==> config.mk <==
export PLATFORM = sky130hd
export DESIGN_NAME = tmr_csr
export DESIGN_NICKNAME = d
export VERILOG_FILES = /design/src/rtl/tmr_csr.sv
export SDC_FILE = /design/constraint.sdc
export NUM_CORES = 1
export LEC_CHECK = 0
export ABC_CLOCK_PERIOD_IN_PS = 2000
export BUFFER_PORTS_ARGS = -buffer_cell sky130_fd_sc_hd__buf_2
export CORE_MARGIN = 1
export CORE_UTILIZATION = 39
export DETAILED_ROUTE_END_ITERATION = 16
export GPL_TIMING_DRIVEN = 0
export PLACE_DENSITY = 0.86
export SLEW_MARGIN = 5
export SYNTH_ARGS = -nofsm -noshare
export SYNTH_HDL_FRONTEND = slang
export SYNTH_SLANG_ARGS = --single-unit
==> constraint.sdc <==
create_clock -name clk -period 2 [get_ports clk]
set_input_delay 0.4 -clock clk [delete_from_list [all_inputs] [get_ports clk]]
set_output_delay 0.4 -clock clk [all_outputs]
set_load 0.05 [all_outputs]
==> src/rtl/tmr_csr.sv <==
module tmr_csr #(
  parameter int DW = 32
) (
  input  logic          clk,
  input  logic          rst_n,
  input  logic          reg_addr,
  input  logic          reg_we,
  input  logic [DW-1:0] reg_wdata,
  output logic [DW-1:0] reg_rdata,
  input  logic          dec_set,
  input  logic          fix_set,
  input  logic          wdg_set,
  input  logic          wdg_next_set,
  input  logic          wrs_load,
  input  logic [1:0]    wrs_val,
  output logic [DW-1:0] ctl_word,
  output logic          dec_irq,
  output logic          fix_irq,
  output logic          wdg_irq
);
  localparam int BIT_ENW = DW - 1;
  localparam int BIT_WIS = DW - 2;
  localparam int BIT_WRS = DW - 4;
  localparam int BIT_DIS = DW - 5;
  localparam int BIT_FIS = DW - 6;
  localparam int BIT_WIE = DW - 5;
  localparam int BIT_DIE = DW - 6;
  localparam int BIT_FIE = DW - 9;
  localparam logic [DW-1:0] CTL_MASK = {10'h3FF, {(DW-10){1'b0}}};
  localparam logic [DW-1:0] STS_MASK = {6'h3F, {(DW-6){1'b0}}};

  logic [DW-1:0] ctl_q, sts_q, sts_nxt;
  logic          ctl_wr, sts_wr;

  assign ctl_wr = reg_we && !reg_addr;
  assign sts_wr = reg_we && reg_addr;

  always_comb begin
    sts_nxt = sts_q;
    if (sts_wr) sts_nxt = sts_q & ~(reg_wdata & STS_MASK);
    if (wdg_next_set) sts_nxt[BIT_ENW] = 1'b1;
    if (wdg_set)      sts_nxt[BIT_WIS] = 1'b1;
    if (dec_set)      sts_nxt[BIT_DIS] = 1'b1;
    if (fix_set)      sts_nxt[BIT_FIS] = 1'b1;
    if (wrs_load)     sts_nxt[BIT_WRS +: 2] = wrs_val;
  end

  always_ff @(posedge clk or negedge rst_n) begin
    if (!rst_n) begin
      ctl_q <= '0;
      sts_q <= '0;
    end else begin
      if (ctl_wr) ctl_q <= reg_wdata & CTL_MASK;
      sts_q <= sts_nxt;
    end
  end

  assign reg_rdata = reg_addr ? sts_q : ctl_q;
  assign ctl_word  = ctl_q;
  assign dec_irq   = sts_q[BIT_DIS] & ctl_q[BIT_DIE];
  assign fix_irq   = sts_q[BIT_FIS] & ctl_q[BIT_FIE];
  assign wdg_irq   = sts_q[BIT_WIS] & ctl_q[BIT_WIE];
endmodule

Yosys cells after proc, flatten, opt, wreduce, memory -nomap -nowiden
Index checks and enable logic that the tools add are counted.

Register bits after elaboration: 42. Logic and storage cells: 27. Input bits: 43. Output and inout port bits: 67.

Muxes and demuxes: 7. Bitwise operators: 5. Reduce and logical (&&, ||, !) cells: 8.

Operator list (count): 32-bit two-way mux (2); 32-bit bitwise AND (1); 32-bit NOT (1); 2-bit nonzero test (5); 1-bit two-way mux (4); 1-bit bitwise AND (3); 1-bit logical AND (2); 2-bit two-way mux (1); 1-bit zero test (1).

Logic depth before layout (Yosys ltp)
Gate-level depths: netlist (run 1).

Word-level depth: 4. Depth in mapped cells: 4. Depth with buffers taken out: 2.

Worst setup path before layout (run 1)
No wires, ideal clock.

Path type: input to output. Start: input port reg_addr. End: output port reg_rdata[22]. Buffers on the path: 2. Stages: 3. Data arrival time: 1.422 ns. Required time: 1.600 ns. Path slack: 0.178 ns. Cell sequence: buf_4 buf_2 nor2b_1.

Cells in the longest elaborated chain, start to end: 1.

RTL lines: from (decl) (RTL line 6) `input logic reg_addr,`; 32-bit two-way mux (RTL line 58) `assign reg_rdata = reg_addr ? sts_q : ctl_q;`; to (decl) (RTL line 9) `output logic [DW-1:0] reg_rdata,`.

No other way between the ends.

Worst setup path in the final report (run 1)
Start: register ctl_q[26], in the netlist ctl_word[26]. End: output port reg_rdata[26].

Cells in the longest elaborated chain, start to end: 1.

RTL lines: from (decl) (RTL line 32) `logic [DW-1:0] ctl_q, sts_q, sts_nxt;`; from (signal assigned) (RTL line 53) `if (ctl_wr) ctl_q <= reg_wdata & CTL_MASK;`; 32-bit two-way mux (RTL line 58).

No other way between the ends.

==> metrics, run 1 <==
status finished, final reports clean; initial antenna violation count 0; hold slack 0.00654 ns; Net Sw Power 0.616 mW; CTS resizes 0; n_diodes 0; Hold Vio Cnt, Final 0; drt first pass iters 4; clock root buffer clkbuf_4; Max Clock Freq 636 MHz; YS warnings 0; post-route minimum period 1.57 ns; final period utilization 78.7%; Final Max Tran Viols 0; clock power share 16.4%; Final TNS setup 0 ns; data arrival time of the worst path 1.17 ns; Synth Area per Inst 11.1 um^2; CTS tree built; Worst path max stage delay 0.41 ns; Hold WC Path Type primary input to asynchronous set/reset pin; CP max FO 4; Routability Congestion 0.695; CP Cell Sequence mux2_2 > buf_2; pwr dens 813 nW/um^2; Final Power 1.28 mW; Net Sw Frac 48.0%; vias per cell 3.71; starting density of the core 41.1%; first-pass GRT wire length 3.33 mm; synthesis-to-finish area growth 39.4%; Clock Pin Slew Worst Setup and Hold Paths 0.09 ns; P_leak 0.919 nW; Hold-fix buffers, CTS 0; Yosys cell types 13; cell count after synthesis 102; grt ovf 0; Port Buffers 42; Crit path max-delay family flip-flops; Int Power 0.667 mW; Final Skew 0 ns; Crit Path Category flop to primary output; RSZ-0062 raised after global routing no; # IOs 110; DRT antenna net count 0; DIE AREA 3120 um^2; Cell Rows 19; Critical path buffers and inverters 1; mapped cell area 1130 um^2; multi-input logic area 531 um^2; CTS buffer count 3; Routed WL per cell 9.30 um; sequential-to-total area share from yosys stat 35.4%; CP startpoint kind flop; die height 55.9 um; # fillers 266; Final nets 235; largest net degree at the start of global routing 17; via count 824; Final WS setup 0.427 ns; global-route usage over all layers 13.9%; power share of the combinational group 53.2%; WL final 2.06 mm; Max Cap Viol 0; DP Wirelength 1.68 mm; Crit-path slowest cell dfrtp_1; data required time at the worst endpoint 1.60 ns; Synth Register Bits 16; CP Capture Type primary output; Die W 55.9 um; share of post-route cells with drive strength above 1 57.6%; worst-skew pair later-pin latency 0.28 ns; DRT iter0 DRCs 6; VDD IR max 453 uV; # clock sinks 16; H-tree depth 1; Post-route DRC 0; Placement Setup Slack 0.461 ns; CORE AREA 2760 um^2; postcts setup bufs 0; final setup vio count 0; Register Area 400 um^2; number of global-route vias before repair 750; Max clock buf depth 2; Flop pwr share 30.4%
## registers in the layout, indices dropped and copies added (netlist names)
name	flops
sts_q	6
ctl_word	10
## area by class of cell
cell class,instances,area share (%)
clock buffer,4,2.30
tap,31,2.46
buffer,47,23.0
multi-input combinational,82,33.6
timing repair buffer,42,13.3
sequential,16,25.4
## worst reg2reg max path, cell delays in order, from the launching register on
cell	delay, ns
dfrtp_1	0.39
nor2b_1	0.13
a22o_1	0.18
## Yosys cell counts
master   instances  area share, %
and2_1           3            1.7
buf_2            1           0.44
buf_12           1            1.8
nor2b_4          1            1.2
mux2_2           6            6.0
a21o_1           4            2.7
buf_4           45             30
nand3_1          6            2.7
dfrtp_1         16             35
a22o_1           2            1.5
conb_1           1           0.33
mux2_4          10             13
nor2b_1          6            3.3
## power by group through the flow
stage | logic (mW) | clock network (mW) | registers [mW]
2_1_floorplan | 0.476 | 0 | 0.497
3_3_place_gp | 0.679 | 0 | 0.396
3_5_place_dp | 0.683 | 0 | 0.396
4_1_cts | 0.683 | 0.221 | 0.391
5_1_grt | 0.710 | 0.234 | 0.397
6_report | 0.683 | 0.210 | 0.390
## cell usage in the layout, fill, tap and decap left out
cell type	instances
mux2_4	10
a22o_1	2
conb_1	44
nor2b_1	6
mux2_2	6
buf_12	1
buf_2	43
a21o_1	4
clkbuf_4	3
buf_4	45
clkbuf_8	1
dfrtp_1	16
nand3_1	6
and2_1	3
nor2b_4	1
## final timing paths
kind                              start             to  slack [ns]  depth (start not counted)
min in group clk                wdg_set      sts_q[30]        0.29                          2
max                        ctl_word[26]  reg_rdata[26]        0.43                          2
max in group asynchronous         rst_n   ctl_word[31]        1.74                          1
max reg2reg                   sts_q[29]      sts_q[29]        1.20                          2
min                               rst_n   ctl_word[24]       0.007                          1
min reg2reg                   sts_q[31]      sts_q[31]        0.48                          1
## routing by layer
layer,up-vias,global-route usage [%],wire length [um],share of wire [%]
li1,428,-,-,-
met5,-,0,0,0
met2,42,23.8,1030,50
met1,350,16.2,842,41
met4,0,8.36,43,2.1
met3,4,2.33,148,7.2
## through the flow
stage / area [um^2] / util (%) / std cells
after global routing: 1580 / 57.3 / 222
final: 1580 / 57.3 / 222
after floorplan: 1290 / - / 145
after global placement: 1540 / 55.9 / 218
after CTS: 1580 / 57.3 / 222
after detailed placement: 1540 / 55.9 / 218
## cell families after synthesis
group	synth area share, %
AOI/OAI and AO/OA	4.20
and+or+nand+nor	8.84
muxes	19.2
buffers and inverters	32.0
DFF	35.4
other	0.331
Note: power is estimated with default switching activity, not from simulation.
==> inputs of run 2 (changes only) <==
Settings changed: ABC_AREA set to 1, ABC_CLOCK_PERIOD_IN_PS 2000 to 1600, CORE_UTILIZATION 39 to 37, PLACE_DENSITY 0.86 to 0.81.
Clock period 2 ns to 1.6 ns, I/O delays scaled along.
==> run 2 against run 1 <==
  * Utilization shrank 0.76 points
  * Hold slack improved by 0.21 ns
  * Synthesized area rose by 2.8%
  * Non-clock buffer count is the same
  * Final cell count up 29%
  * Register-to-register slack lost 0.30 ns
  * Synthesized cell count grew 53%
  * Combinational power rose by 14%
  * First-iteration DRC count rose to 4.7 times the previous value
  * Clock-buffer cell count fell by 1
  * Total power increased by 14%
  * Sequential power up 22%
  * Largest cell class unchanged
==> metrics, run 2 <==
Routed WL per cell 8.11 um (-13%); # fillers 295 (+11%); Hold Vio Cnt, Final 0 (unchanged); Port Buffers 41 (-2.4%); share of the synthesized area in the top cell type 34.4% (-0.95 points); cell count after synthesis 156 (+53%); worst-skew pair later-pin latency 0.28 ns (about the same); design area 1630 um^2 (+2.9%); commonest cells after routing, fill and taps aside 61 x nand2_1, 44 x buf_4, 44 x conb_1, 41 x buf_2, 16 x dfrtp_1; DRT iter0 DRCs 28 (+22); final core occ 56.5% (-0.76 points); Hold-fix buffers, CTS 1 (+1); Clock Pin Slew Worst Setup and Hold Paths 0.09 ns (about the same); post-route minimum period 1.39 ns; grt met2 use 24.0% (+0.22 points); grt ovf 0 (unchanged); data required time at the worst endpoint 1.28 ns (-0.32 ns); Final Max Tran Viols 0 (unchanged); share of post-route cells with drive strength above 1 41.4% (-16 points); RSZ-0062 raised after global routing no; DP Wirelength 1.90 mm (+13%); Max Cap Viol 0 (unchanged); most frequent cell after synthesis nand2_1; Hold WC Path Type primary input to flop; via count 1054 (+28%); n_diodes 0 (unchanged); Crit Path Category flop to primary output; CP Capture Type primary output; Cell Rows 19 (unchanged); # IOs 110 (unchanged); mapped cell area 1160 um^2 (+2.8%); Yosys cell types 15 (+2); sequential-to-total area share from yosys stat 34.4% (-0.95 points); die height 58.1 um (+3.9%); grt met3 use 5.36% (+3.0 points); CORE AREA 2880 um^2 (+4.3%); synthesis-to-finish area growth 39.7%; Post-synth EDFFs 0 (unchanged); Placement Setup Slack 0.294 ns (-0.167 ns); Post-route DRC 0 (unchanged); VDD IR max 521 uV (+15%); vias per cell 3.69 (-0.71%); H-tree depth 1 (unchanged); layer carrying the most global-route usage met2; largest net degree at the start of global routing 17 (unchanged); Synth Register Bits 16 (unchanged); WL final 2.32 mm (+12%); CTS tree built; CTS resizes 0 (unchanged); fin cells 286 (+29%); CP startpoint kind flop; initial antenna violation count 0 (unchanged); Routability Congestion 0.749 (+7.9%); Final TNS setup 0 ns (unchanged); data arrival time of the worst path 1.07 ns (-0.10 ns); CTS buffer count 3 (unchanged); drt first pass iters 4 (unchanged); DRT antenna net count 0 (unchanged); postcts setup bufs 0 (unchanged); Synth Area per Inst 7.46 um^2 (-33%); asr flop ratio synth 100% (unchanged); Final nets 289 (+23%); final period utilization 86.9%; CP max FO 3 (-1); starting density of the core 40.5% (-0.61 points); pwr dens 902 nW/um^2 (+11%); Final Skew 0 ns (unchanged); placed inst area 1590 um^2 (+3.2%); P_leak 1.08 nW (+17%); Max Clock Freq 719 MHz; Max clock buf depth 2 (unchanged); Die W 58.1 um (+3.9%); clock root buffer clkbuf_4; Largest register FFs 10 (unchanged); Top FF cell, synth dfrtp_1; final setup vio count 0 (unchanged); ranking of synthesized cells by area dfrtp_1 34%, buf_4 28%, nand2_1 20%; grt met1 use 14.8% (-1.4 points); area leader, netlist dfrtp_1; Final WS setup 0.209 ns (-0.218 ns); # clock sinks 16 (unchanged); global-route usage over all layers 13.3% (-0.57 points); placed cells 282 (+29%); YS warnings 0 (unchanged); number of global-route vias before repair 796 (+6.1%); first-pass GRT wire length 3.44 mm (+3.3%); most common cell after layout, fill and taps aside nand2_1; DIE AREA 3370 um^2 (+8.0%); most frequent cells after synthesis 61 x nand2_1, 44 x buf_4, 16 x dfrtp_1, 13 x inv_1, 6 x nor2_1; status finished, final reports clean
## run 2: cell count changes in the layout (fill, tap and decap cells not counted), sizes merged, moves of 3 or more
cell and delta:
and2 -3, nor2b -7, nor2 +7, mux2 -16, inv +15, a21o -4, nand2 +62
## run 2: critical path, stage by stage, from the launching register on
cell and delay, ns:
dfrtp_1 0.38, nand2_1 0.06, o21ai_1 0.07, buf_2 0.27
## run 2: cell type report
type	instances	area [um^2]	share of cell area (%)
Multi-Input combinational cell	121	508	31.3
Sequential cell	16	400	24.6
Buffer	47	368	22.6
Timing Repair Buffer	42	215	13.2
Inverter	15	58.8	3.62
Tap cell	42	52.6	3.23
Clock buffer	3	22.5	1.39
## run 2: layer usage
| metal | part of all wire [%] | vias up |
|---|---|---|
| met5 | 0 | - |
| met4 | 0 | 0 |
| met3 | 10 | 0 |
| met2 | 52 | 60 |
| met1 | 38 | 442 |
| li1 | - | 552 |
## run 2: through the flow
stage	power (mW)	hold slack (ns)
floorplan	1.14	0.0244
global placement	1.25	0.252
detailed placement	1.26	0.260
CTS	1.47	0.208
global route	1.54	0.199
finish	1.47	0.212
## run 2: final timing paths
| kind | slack [ns] | cells past startpoint | to | startpoint |
|---|---|---|---|---|
| worst min register to register | 0.48 | 2 | sts_q[31] | sts_q[31] |
| max in group asynchronous | 0.86 | 2 | sts_q[26] | rst_n |
| worst max register to register | 0.90 | 4 | sts_q[29] | sts_q[29] |
| min in group asynchronous | 0.47 | 2 | sts_q[28] | rst_n |
| worst max-delay path | 0.21 | 3 | reg_rdata[29] | ctl_word[29] |
| worst min-delay path | 0.21 | 3 | sts_q[31] | wdg_next_set |
## run 2: cells by family (layout without fill, tap and decap cells)
kind of cell    after synthesis  in the layout  share of synthesized area (%)
other cells                   1             44                          0.322
buf+inv                      62            107                           36.7
flops                        16             16                           34.4
compound gates                2              2                          0.860
simple gates                 75             75                           27.7
## run 2: power by group
part / switching [mW] / total, mW / internal, mW
clock network: 0.120 / 0.208 / 0.0874
registers: 0.0317 / 0.477 / 0.446
logic: 0.594 / 0.781 / 0.186
==> inputs of run 3 (changes only) <==
Settings changed: GPL_TIMING_DRIVEN 0 to unset.
==> run 3 against run 2 <==
  * Maximum frequency grew 1.0%
  * Total power shrank 6.1%
  * Non-clock buffer count shrank 44
  * Wire length shrank 11%
  * Critical path type unchanged
  * Via count shrank 14%
==> metrics, run 3 (synthesis gave the netlist of run 2 again) <==
commonest cells after routing, fill and taps aside 61 x nand2_1, 44 x conb_1, 43 x buf_2, 16 x dfrtp_1, 13 x inv_1; Worst path max stage delay 0.40 ns (+0.02 ns); CP Cell Sequence nand2_1 > nand2_1 > buf_2; WL final 2.07 mm (-11%); Crit-path slowest cell dfrtp_1; synthesis-to-finish area growth 10.6%; multi-input logic area 508 um^2 (unchanged); Port Buffers 43 (+4.9%); DIE AREA 3370 um^2 (unchanged); Clock Pin Slew Worst Setup and Hold Paths 0.09 ns (about the same); first-pass GRT wire length 3.31 mm (-3.8%); Cell Rows 19 (unchanged); # clock sinks 16 (unchanged); hold slack 0.209 ns (-0.00277 ns); starting density of the core 40.5% (unchanged); grt met1 use 15.5% (+0.69 points); via count 903 (-14%); # IOs 110 (unchanged); largest net degree at the start of global routing 17 (unchanged); data arrival time of the worst path 1.06 ns (about the same); most common cell after layout, fill and taps aside nand2_1; Max Clock Freq 726 MHz (+1.0%); grt met2 use 21.3% (-2.6 points); DRT antenna net count 0 (unchanged); CP startpoint kind flop; final setup vio count 0 (unchanged); final period utilization 86.1% (-0.86 points); grt ovf 0 (unchanged); initial antenna violation count 0 (unchanged); status finished, final reports clean; data required time at the worst endpoint 1.28 ns (about the same); Crit path max-delay family flip-flops; Hold Vio Cnt, Final 0 (unchanged); CTS buffer count 3 (unchanged); Routed WL per cell 8.57 um (+5.6%); DP Wirelength 1.58 mm (-17%); CP Capture Type primary output; layer carrying the most global-route usage met2; # fillers 323 (+9.5%); VDD IR max 528 uV (+1.3%); worst-skew pair later-pin latency 0.28 ns (about the same); die height 58.1 um (unchanged); share of post-route cells with drive strength above 1 28.5% (-13 points); DRT iter0 DRCs 60 (+110%); Final nets 245 (-15%); Final TNS setup 0 ns (unchanged); Most common cell on crit path nand2_1; CTS resizes 0 (unchanged); RSZ-0062 raised after global routing no; Final Skew 0 ns (unchanged); CTS tree built; vias per cell 3.73 (+1.3%); Critical path buffers and inverters 1 (unchanged); Largest register FFs 10 (unchanged); CP max FO 4 (+1); post-route minimum period 1.38 ns (-0.0137 ns); n_diodes 0 (unchanged); Hold WC Path Type primary input to flop; global-route usage over all layers 12.8% (-0.47 points); grt met3 use 5.58% (+0.22 points); clock root buffer clkbuf_4; CORE AREA 2880 um^2 (unchanged); Crit Path Category flop to primary output; Register Area 400 um^2 (unchanged); Max clock buf depth 2 (unchanged); Max Cap Viol 0 (unchanged); Post-route DRC 0 (unchanged); number of global-route vias before repair 772 (-3.0%); pwr dens 1070 nW/um^2 (+19%); H-tree depth 1 (unchanged); Final Max Tran Viols 0 (unchanged); drt first pass iters 4 (unchanged); P_leak 0.833 nW (-23%); Routability Congestion 0.732 (-2.2%); Die W 58.1 um (unchanged)
==> run 3: cell count changes in the layout (fill, tap and decap cells not counted) <==
cell    delta
buf_12     +1
buf_2      +2
buf_4     -44
buf_6      -2
buf_8      -1
==> run 3: path summary, 6_finish.rpt <==
check	slack, ns	depth (start not counted)	from	to
worst max register to register	0.91	4	sts_q[29]	sts_q[29]
worst max-delay path	0.22	3	ctl_word[26]	reg_rdata[26]
min in group asynchronous	0.48	2	rst_n	sts_q[28]
max in group asynchronous	0.85	2	rst_n	sts_q[30]
worst min register to register	0.48	2	sts_q[31]	sts_q[31]
worst min-delay path	0.21	3	dec_set	sts_q[27]
==> run 3: report_power, final <==
part / total [mW] / internal, mW / switching [mW]
sequential: 0.475 / 0.445 / 0.0300
clock: 0.211 / 0.0875 / 0.123
combinational: 0.690 / 0.111 / 0.579
==> run 3: what timing repair did <==
item / CTS / global route
hold buffers: 1 / 0
setup buffers: 0 / 0
hold endpoints to repair: 16 / 0
==> run 3: cell type report <==
| type | count | share of cell area, % |
|---|---|---|
| inverters | 15 | 4.57 |
| repair buffers | 45 | 19.0 |
| well taps | 42 | 4.08 |
| clock buffers | 3 | 1.75 |
| multi-input cells | 121 | 39.5 |
| flip-flops and latches | 16 | 31.1 |
==> run 3: tightest hold or removal path, delay by kind of cell <==
kind | cells | cell delay [ns]
buf+inv | 2 | 0.10
simple gates | 1 | 0.05
==> run 3: metal layers <==
layer	vias up	part of all wire, %	routed length [um]
li1	462	-	-
met2	49	48	995
met1	392	44	907
met5	-	0	0
met3	0	8.2	170
met4	0	0	0
==> run 3: per-stage QoR <==
step	cells	cell area, um^2	util, %	worst slack [ns]	total power, mW
final	242	1290	44.8	0.223	1.38
after global routing	242	1290	44.8	0.127	1.46
after CTS	242	1290	44.8	0.210	1.39
after detailed placement	238	1250	43.6	0.260	1.17
after global placement	238	1250	43.6	0.258	1.17
after floorplan	199	1340	-	0.0429	1.14
